==> src/rtl/sst_pkg.sv <==
package sst_pkg;
    typedef enum logic [1:0] {
        ST_IDLE  = 2'd0,
        ST_SHIFT = 2'd1,
        ST_LAST  = 2'd2
    } sst_state_e;

    localparam int CTRL_W       = 3;
    localparam int CTRL_EMPTYIE = 0;
    localparam int CTRL_ENDIE   = 1;
    localparam int CTRL_EXTCLK  = 2;
endpackage

==> src/rtl/sst_regs.sv <==
module sst_regs
    import sst_pkg::*;
#(
    parameter int DATA_W = 8
) (
    input  logic              clk,
    input  logic              rst_n,
    input  logic              hold_we,
    input  logic [DATA_W-1:0] hold_wdata,
    input  logic              ctrl_we,
    input  logic [CTRL_W-1:0] ctrl_wdata,
    output logic [DATA_W-1:0] hold_byte,
    output logic              empty_ie,
    output logic              end_ie,
    output logic              ext_sel
);
    typedef struct packed {
        logic [DATA_W-1:0] hold;
        logic [CTRL_W-1:0] ctrl;
    } regs_t;

    regs_t r_d, r_q;

    always_comb begin
        r_d = r_q;
        if (hold_we) r_d.hold = hold_wdata;
        if (ctrl_we) r_d.ctrl = ctrl_wdata;
    end

    always_ff @(posedge clk or negedge rst_n) begin
        if (!rst_n) begin
            r_q.hold <= '0;
            r_q.ctrl <= '0;
        end else begin
            r_q <= r_d;
        end
    end

    assign hold_byte = r_q.hold;
    assign empty_ie  = r_q.ctrl[CTRL_EMPTYIE];
    assign end_ie    = r_q.ctrl[CTRL_ENDIE];
    assign ext_sel   = r_q.ctrl[CTRL_EXTCLK];
endmodule

==> src/rtl/sst_bitclk.sv <==
module sst_bitclk #(
    parameter int DIV_HALF    = 4,
    parameter int SYNC_STAGES = 2
) (
    input  logic clk,
    input  logic rst_n,
    input  logic run,
    input  logic ext_sel,
    input  logic sclk_in,
    output logic sclk_out,
    output logic fall_evt,
    output logic rise_evt
);
    localparam int DIV_W = (DIV_HALF > 1) ? $clog2(DIV_HALF) : 1;
    localparam logic [DIV_W-1:0] DIV_LAST = DIV_W'(DIV_HALF - 1);

    typedef struct packed {
        logic [DIV_W-1:0]       div;
        logic                   sclk;
        logic [SYNC_STAGES-1:0] sync;
        logic                   prev;
    } clk_t;

    clk_t c_d, c_q;
    logic ext_now;
    logic int_toggle;

    assign ext_now    = c_q.sync[SYNC_STAGES-1];
    assign int_toggle = run && !ext_sel && (c_q.div == DIV_LAST);

    always_comb begin
        c_d      = c_q;
        c_d.sync = {c_q.sync[SYNC_STAGES-2:0], sclk_in};
        c_d.prev = ext_now;
        if (!run || ext_sel) begin
            c_d.div  = '0;
            c_d.sclk = 1'b1;
        end else if (int_toggle) begin
            c_d.div  = '0;
            c_d.sclk = !c_q.sclk;
        end else begin
            c_d.div = c_q.div + 1'b1;
        end
    end

    always_ff @(posedge clk or negedge rst_n) begin
        if (!rst_n) begin
            c_q.div  <= '0;
            c_q.sclk <= 1'b1;
            c_q.sync <= '1;
            c_q.prev <= 1'b1;
        end else begin
            c_q <= c_d;
        end
    end

    always_comb begin
        if (ext_sel) begin
            fall_evt = c_q.prev && !ext_now;
            rise_evt = !c_q.prev && ext_now;
        end else begin
            fall_evt = int_toggle && c_q.sclk;
            rise_evt = int_toggle && !c_q.sclk;
        end
    end

    assign sclk_out = c_q.sclk;
endmodule

==> src/rtl/sst_engine.sv <==
module sst_engine
    import sst_pkg::*;
#(
    parameter int DATA_W = 8
) (
    input  logic              clk,
    input  logic              rst_n,
    input  logic [DATA_W-1:0] hold_byte,
    input  logic              empty_clr,
    input  logic              fall_evt,
    input  logic              rise_evt,
    output logic              busy,
    output logic              sdata,
    output logic              empty_flag,
    output logic              end_flag
);
    localparam int CNT_W = $clog2(DATA_W + 1);
    localparam logic [CNT_W-1:0] CNT_LAST = CNT_W'(DATA_W - 1);

    typedef struct packed {
        sst_state_e        state;
        logic [DATA_W-1:0] shreg;
        logic [CNT_W-1:0]  cnt;
        logic              line;
        logic              empty;
        logic              tend;
    } eng_t;

    eng_t e_d, e_q;

    always_comb begin
        e_d = e_q;
        if (empty_clr) begin
            e_d.empty = 1'b0;
            e_d.tend  = 1'b0;
        end
        unique case (e_q.state)
            ST_IDLE: begin
                if (!e_q.empty) begin
                    e_d.shreg = hold_byte;
                    e_d.empty = 1'b1;
                    e_d.cnt   = '0;
                    e_d.state = ST_SHIFT;
                end
            end
            ST_SHIFT: begin
                if (fall_evt) begin
                    e_d.line  = e_q.shreg[0];
                    e_d.shreg = e_q.shreg >> 1;
                    if (e_q.cnt == CNT_LAST) begin
                        if (!e_q.empty) begin
                            e_d.shreg = hold_byte;
                            e_d.empty = 1'b1;
                            e_d.cnt   = '0;
                        end else begin
                            e_d.tend  = 1'b1;
                            e_d.state = ST_LAST;
                        end
                    end else begin
                        e_d.cnt = e_q.cnt + 1'b1;
                    end
                end
            end
            ST_LAST: begin
                if (rise_evt) e_d.state = ST_IDLE;
            end
            default: e_d.state = ST_IDLE;
        endcase
    end

    always_ff @(posedge clk or negedge rst_n) begin
        if (!rst_n) begin
            e_q.state <= ST_IDLE;
            e_q.shreg <= '0;
            e_q.cnt   <= '0;
            e_q.line  <= 1'b1;
            e_q.empty <= 1'b1;
            e_q.tend  <= 1'b1;
        end else begin
            e_q <= e_d;
        end
    end

    assign busy       = (e_q.state != ST_IDLE);
    assign sdata      = e_q.line;
    assign empty_flag = e_q.empty;
    assign end_flag   = e_q.tend;
endmodule

==> src/rtl/sync_ser_tx.sv <==
module sync_ser_tx
    import sst_pkg::*;
#(
    parameter int DATA_W      = 8,
    parameter int DIV_HALF    = 4,
    parameter int SYNC_STAGES = 2
) (
    input  logic              clk,
    input  logic              rst_n,
    input  logic              hold_we,
    input  logic [DATA_W-1:0] hold_wdata,
    input  logic              ctrl_we,
    input  logic [2:0]        ctrl_wdata,
    input  logic              empty_clr,
    output logic              empty_flag,
    output logic              end_flag,
    input  logic              sclk_in,
    output logic              sclk_out,
    output logic              sdata,
    output logic              irq_empty,
    output logic              irq_end
);
    logic [DATA_W-1:0] hold_byte;
    logic empty_ie, end_ie, ext_sel;
    logic busy, fall_evt, rise_evt;

    sst_regs #(.DATA_W(DATA_W)) u_regs (
        .clk(clk), .rst_n(rst_n),
        .hold_we(hold_we), .hold_wdata(hold_wdata),
        .ctrl_we(ctrl_we), .ctrl_wdata(ctrl_wdata),
        .hold_byte(hold_byte), .empty_ie(empty_ie),
        .end_ie(end_ie), .ext_sel(ext_sel)
    );

    sst_bitclk #(.DIV_HALF(DIV_HALF), .SYNC_STAGES(SYNC_STAGES)) u_bitclk (
        .clk(clk), .rst_n(rst_n), .run(busy), .ext_sel(ext_sel),
        .sclk_in(sclk_in), .sclk_out(sclk_out),
        .fall_evt(fall_evt), .rise_evt(rise_evt)
    );

    sst_engine #(.DATA_W(DATA_W)) u_engine (
        .clk(clk), .rst_n(rst_n), .hold_byte(hold_byte),
        .empty_clr(empty_clr), .fall_evt(fall_evt), .rise_evt(rise_evt),
        .busy(busy), .sdata(sdata),
        .empty_flag(empty_flag), .end_flag(end_flag)
    );

    assign irq_empty = empty_flag & empty_ie;
    assign irq_end   = end_flag & end_ie;
endmodule

==> config.mk <==
export PLATFORM = sky130hd
export DESIGN_NAME = sync_ser_tx
export DESIGN_NICKNAME = d
export VERILOG_FILES = /design/src/rtl/sst_pkg.sv /design/src/rtl/sst_regs.sv /design/src/rtl/sst_bitclk.sv /design/src/rtl/sst_engine.sv /design/src/rtl/sync_ser_tx.sv
export SDC_FILE = /design/constraint.sdc
export NUM_CORES = 1
export LEC_CHECK = 0
export ABC_AREA = 0
export CAP_MARGIN = 25
export CORE_AREA = 8 8 65 67
export CTS_BUF_LIST = sky130_fd_sc_hd__clkbuf_2
export CTS_CLUSTER_DIAMETER = 60
export CTS_CLUSTER_SIZE = 25
export DETAILED_ROUTE_END_ITERATION = 7
export DIE_AREA = 0 0 73 75
export DONT_BUFFER_PORTS = 1
export PLACE_DENSITY = 0.59
export SLEW_MARGIN = 20
export SYNTH_ARGS = -nofsm -noshare
export SYNTH_HDL_FRONTEND = slang
export SYNTH_SLANG_ARGS = --single-unit
==> constraint.sdc <==
create_clock -name clk -period 1.9 [get_ports clk]
set_clock_uncertainty 0.1 [all_clocks]
set_input_delay 0.19 -clock clk [delete_from_list [all_inputs] [get_ports clk]]
set_output_delay 0.19 -clock clk [all_outputs]
set_load 0.1 [all_outputs]
==> results.yml <==
synth:
  synth_sequential_area_ratio_pct: 56.6
  synth_top_area_share_pct: 44.5
  synth_fp_nets: 143
  synth_largest_area_cell: "dfrtp_1"
  async_flop_share_pct: 100
  synth-edff-count: 0
  synth.lib_cells_used.distinct: 35
  syn-mean-instance-area_um2: 12.2
  synth_area_um2: 1520
  synth.most_common_cell: "dfrtp_1"
  postSynth.topFlopCell: "dfrtp_1"
  synth.top_cells.by_count: "27 x dfrtp_1, 14 x nand2_1, 12 x mux2_2, 11 x nor2_1"
  syn-instance-count: 124
  synth_area_leaders: "dfrtp_1 44%, dfstp_2 12%, mux2_2 8.9%, a221o_1 4.6%, nand2_1 3.5%"
  count_of_state_elements_after_synthesis: 34
  yosysWarningCount: 0
floorplan:
  floorplan.die_area_um2: 5480
  starting_density_of_the_core_pct: 47.0
  io-pin-count: 23
  die_w_um: 73
  std_cell_rows: 21
  die_h_um: 75
  core-area_um2: 3230
global_route:
  grt_antenna_before_repair: 0
  grt_pass1_wl_um: 5420
  largest_net_degree_at_the_start_of_global_routing: 35
  grt-ovfl-total: 0
  vias_in_the_first_global_route: 1123
  grtUsageTotal_pct: 13.2
finish:
  layout-area-overhead-vs-synth_pct: 34.2
  flip_flop_and_latch_area_um2: 860
  nFillCells: 264
  finalNetCount: 184
  num_antenna_cells: 0
  multiInputGateArea_um2: 622
  post-route-util_pct: 63.1
  fin_cells: 212
  fraction_of_layout_instances_using_a_drive_strength_above_1_pct: 27.1
setup_path:
  critPathMaxFanout: 5
  r2r_slack_ns: 0.13
  required_ns: 1.61
  cp_slowest_cell: "dfstp_2"
  critical_path.most_common_cell: "buf_12"
  setup.worst_path.class: "flop to output port"
  ff2ff_path_depth: 5
  critical_path.startpoint_type: "flop"
  worstPathCellList: "buf_12 -> and2_4 -> buf_12"
  cp.arrival_ns: 1.54
  r2r_path_end: "u_engine.e_q[9]"
  worst_setup_path_end_kind: "output port"
  critPathMaxStageDelay_ns: 0.62
  rr_startpoint: "u_engine.e_q[3]"
sta:
  setup_viol_count_final: 0
  report.final.slew_viol_count: 0
  final_min_period_over_clock_period_pct: 96.4
  rsz0062_at_grt: "true"
  timing_worst_slew_pin_value_ns: 0.382
  final.setup.worst_slack_ns: 0.0687
  post-route-min-period_ns: 1.83
  final_hold_viol_count: 0
  fmax_mhz: 546
  slew-limit-headroom_pct: 74.5
  fin_worst_hold_slack_ns: 0.114
clocking:
  clk_latency_ns: 0.39
  cts-root-buf: "clkbuf_2"
  cts-buffers-inserted: 5
  clock_path_buffers: 2
  cts_max_level: 2
  clock_sinks: 34
  clk_pin_slew_ns: 0.20
  tritoncts_clock_tree: "done"
placed_design:
  gp_congestion: 0.855
  preCtsSetupSlack_ns: 0.0696
  dp.final_hpwl_um: 1990
  cell_count_post_placement: 173
  count_of_buffers_inserted_at_the_top_level_ports: 0
outcome:
  status: "completed"
routing:
  postRouteAntennaNets: 0
  drtIter0Drc: 72
  post-route-drc-count: 0
  avgViaCountPerCell: 5.16
  route.vias.total: 1093
  first_pass_iters: 4
  route.final.wire_length_um: 3140
  post_drt_wl_per_cell_um: 14.8
pwr:
  p_switching_uw: 696
  power.total_mw: 2.22
  pwr-share-clk_pct: 27.9
  max-vdd-ir-drop_v: 0.000705
  comb_power_share_pct: 27.1
  pwr-share-seq_pct: 45.0
  p_int_mw: 1.52
  sw_frac_of_total_pct: 31.3
  pwr_density_cell_nw_per_um2: 1090
  power.static_leakage_nw: 0.935
worst_hold_path:
  timing.hold.worst.class: "input pin to async pin"
flow_run:
  cap_viol_max_count: 0
-- flip-flops by register name, indices dropped and copies added, names as in the netlist --
name / flops
u_engine.e_q: 14
u_engine.empty_flag: 1
u_bitclk.c_q: 3
u_engine.sdata: 1
u_bitclk.c_d: 2
u_regs.empty_ie: 1
u_regs.ext_sel: 1
u_regs.end_ie: 1
u_regs.hold_byte: 8
u_bitclk.sclk_out: 1
u_engine.end_flag: 1
-- worst max-delay path, delay by kind of cell (launching register included) --
kind / cells / cell delay [ns]
buf+inv: 2 / 0.36
flops: 1 / 0.62
simple gates: 1 / 0.18
-- logic make-up after synthesis --
logic type | share of synthesized area [%]
AO/OA/AOI/OAI | 13.6
XOR/XNOR | 0.577
adder cells (fa/ha/maj) | 1.65
buffers and inverters | 2.72
flip-flops | 56.6
multiplexers | 9.56
AND/OR/NAND/NOR | 15.3
-- through the flow --
| step | setup TNS, ns | instance area [um2] |
|---|---|---|
| final | 0 | 2040 |
| after global routing | -0.0222 | 2040 |
| after CTS | 0 | 2000 |
| after detailed placement | 0 | 1620 |
| after global placement | 0 | 1620 |
| after floorplan | 0 | 1520 |
-- layout make-up --
class	instances	area share, %
Clock buffer	5	1.23
Timing Repair Buffer	37	19.2
Tap cell	46	2.82
Multi-Input combinational cell	83	30.5
Clock inverter	3	3.38
Inverter	4	0.737
Sequential cell	34	42.2
-- what timing repair did --
action                                  CTS  global route
setup buffers                             0             5
hold buffers                             26             0
endpoints found under the setup margin    1            10
pin swaps                                 0             2
resized for setup                         3             1
hold endpoints to repair                 48             0
-- power by group through the flow --
stage / Clock, mW / Sequential [mW] / Combinational, mW
finish: 0.619 / 0.999 / 0.602
global route: 0.665 / 1.02 / 0.666
CTS: 0.637 / 0.999 / 0.585
detailed placement: 0 / 1.01 / 0.502
global placement: 0 / 1.01 / 0.492
floorplan: 0 / 1.11 / 0.303
-- worst max-delay path by stage --
| stage | depth (start not counted) | slack [ns] | to | startpoint |
|---|---|---|---|---|
| 2_1_floorplan | 5 | 0.01 | u_engine.e_q[10] | u_bitclk.sclk_out |
| 3_3_place_gp | 5 | 0.13 | u_engine.e_q[12] | u_bitclk.c_q[4] |
| 3_5_place_dp | 5 | 0.07 | u_engine.e_q[9] | u_bitclk.c_q[4] |
| 4_1_cts | 3 | 0.003 | irq_empty | u_engine.empty_flag |
| 5_1_grt | 3 | -0.02 | irq_empty | u_engine.empty_flag |
| 6_report | 3 | 0.07 | irq_empty | u_engine.empty_flag |
-- placed cells by master (no fill, tap or decap), drive strengths merged, types with 2 or more instances in the layout --
master / n
dfrtp: 27
dlygate4sd3: 25
nand2: 14
mux2: 12
buf: 12
nor2: 11
a221o: 7
dfstp: 7
clkbuf: 5
inv: 4
o21ai: 4
and2: 4
and3: 3
nand3b: 3
a21o: 2
a21oi: 2
a211o: 2
o32ai: 2
ha: 2
bufinv: 2
a21boi: 2
-- layer usage --
metal	wire length, um	part of all wire, %	vias to the layer above	GRT usage (%)
li1	-	-	533	-
met1	1490	47	525	17.4
met2	1410	45	29	19.1
met3	187	6.0	6	4.66
met4	55	1.8	0	6.00
met5	0	0	-	0
(Power assumes the default switching activity.)
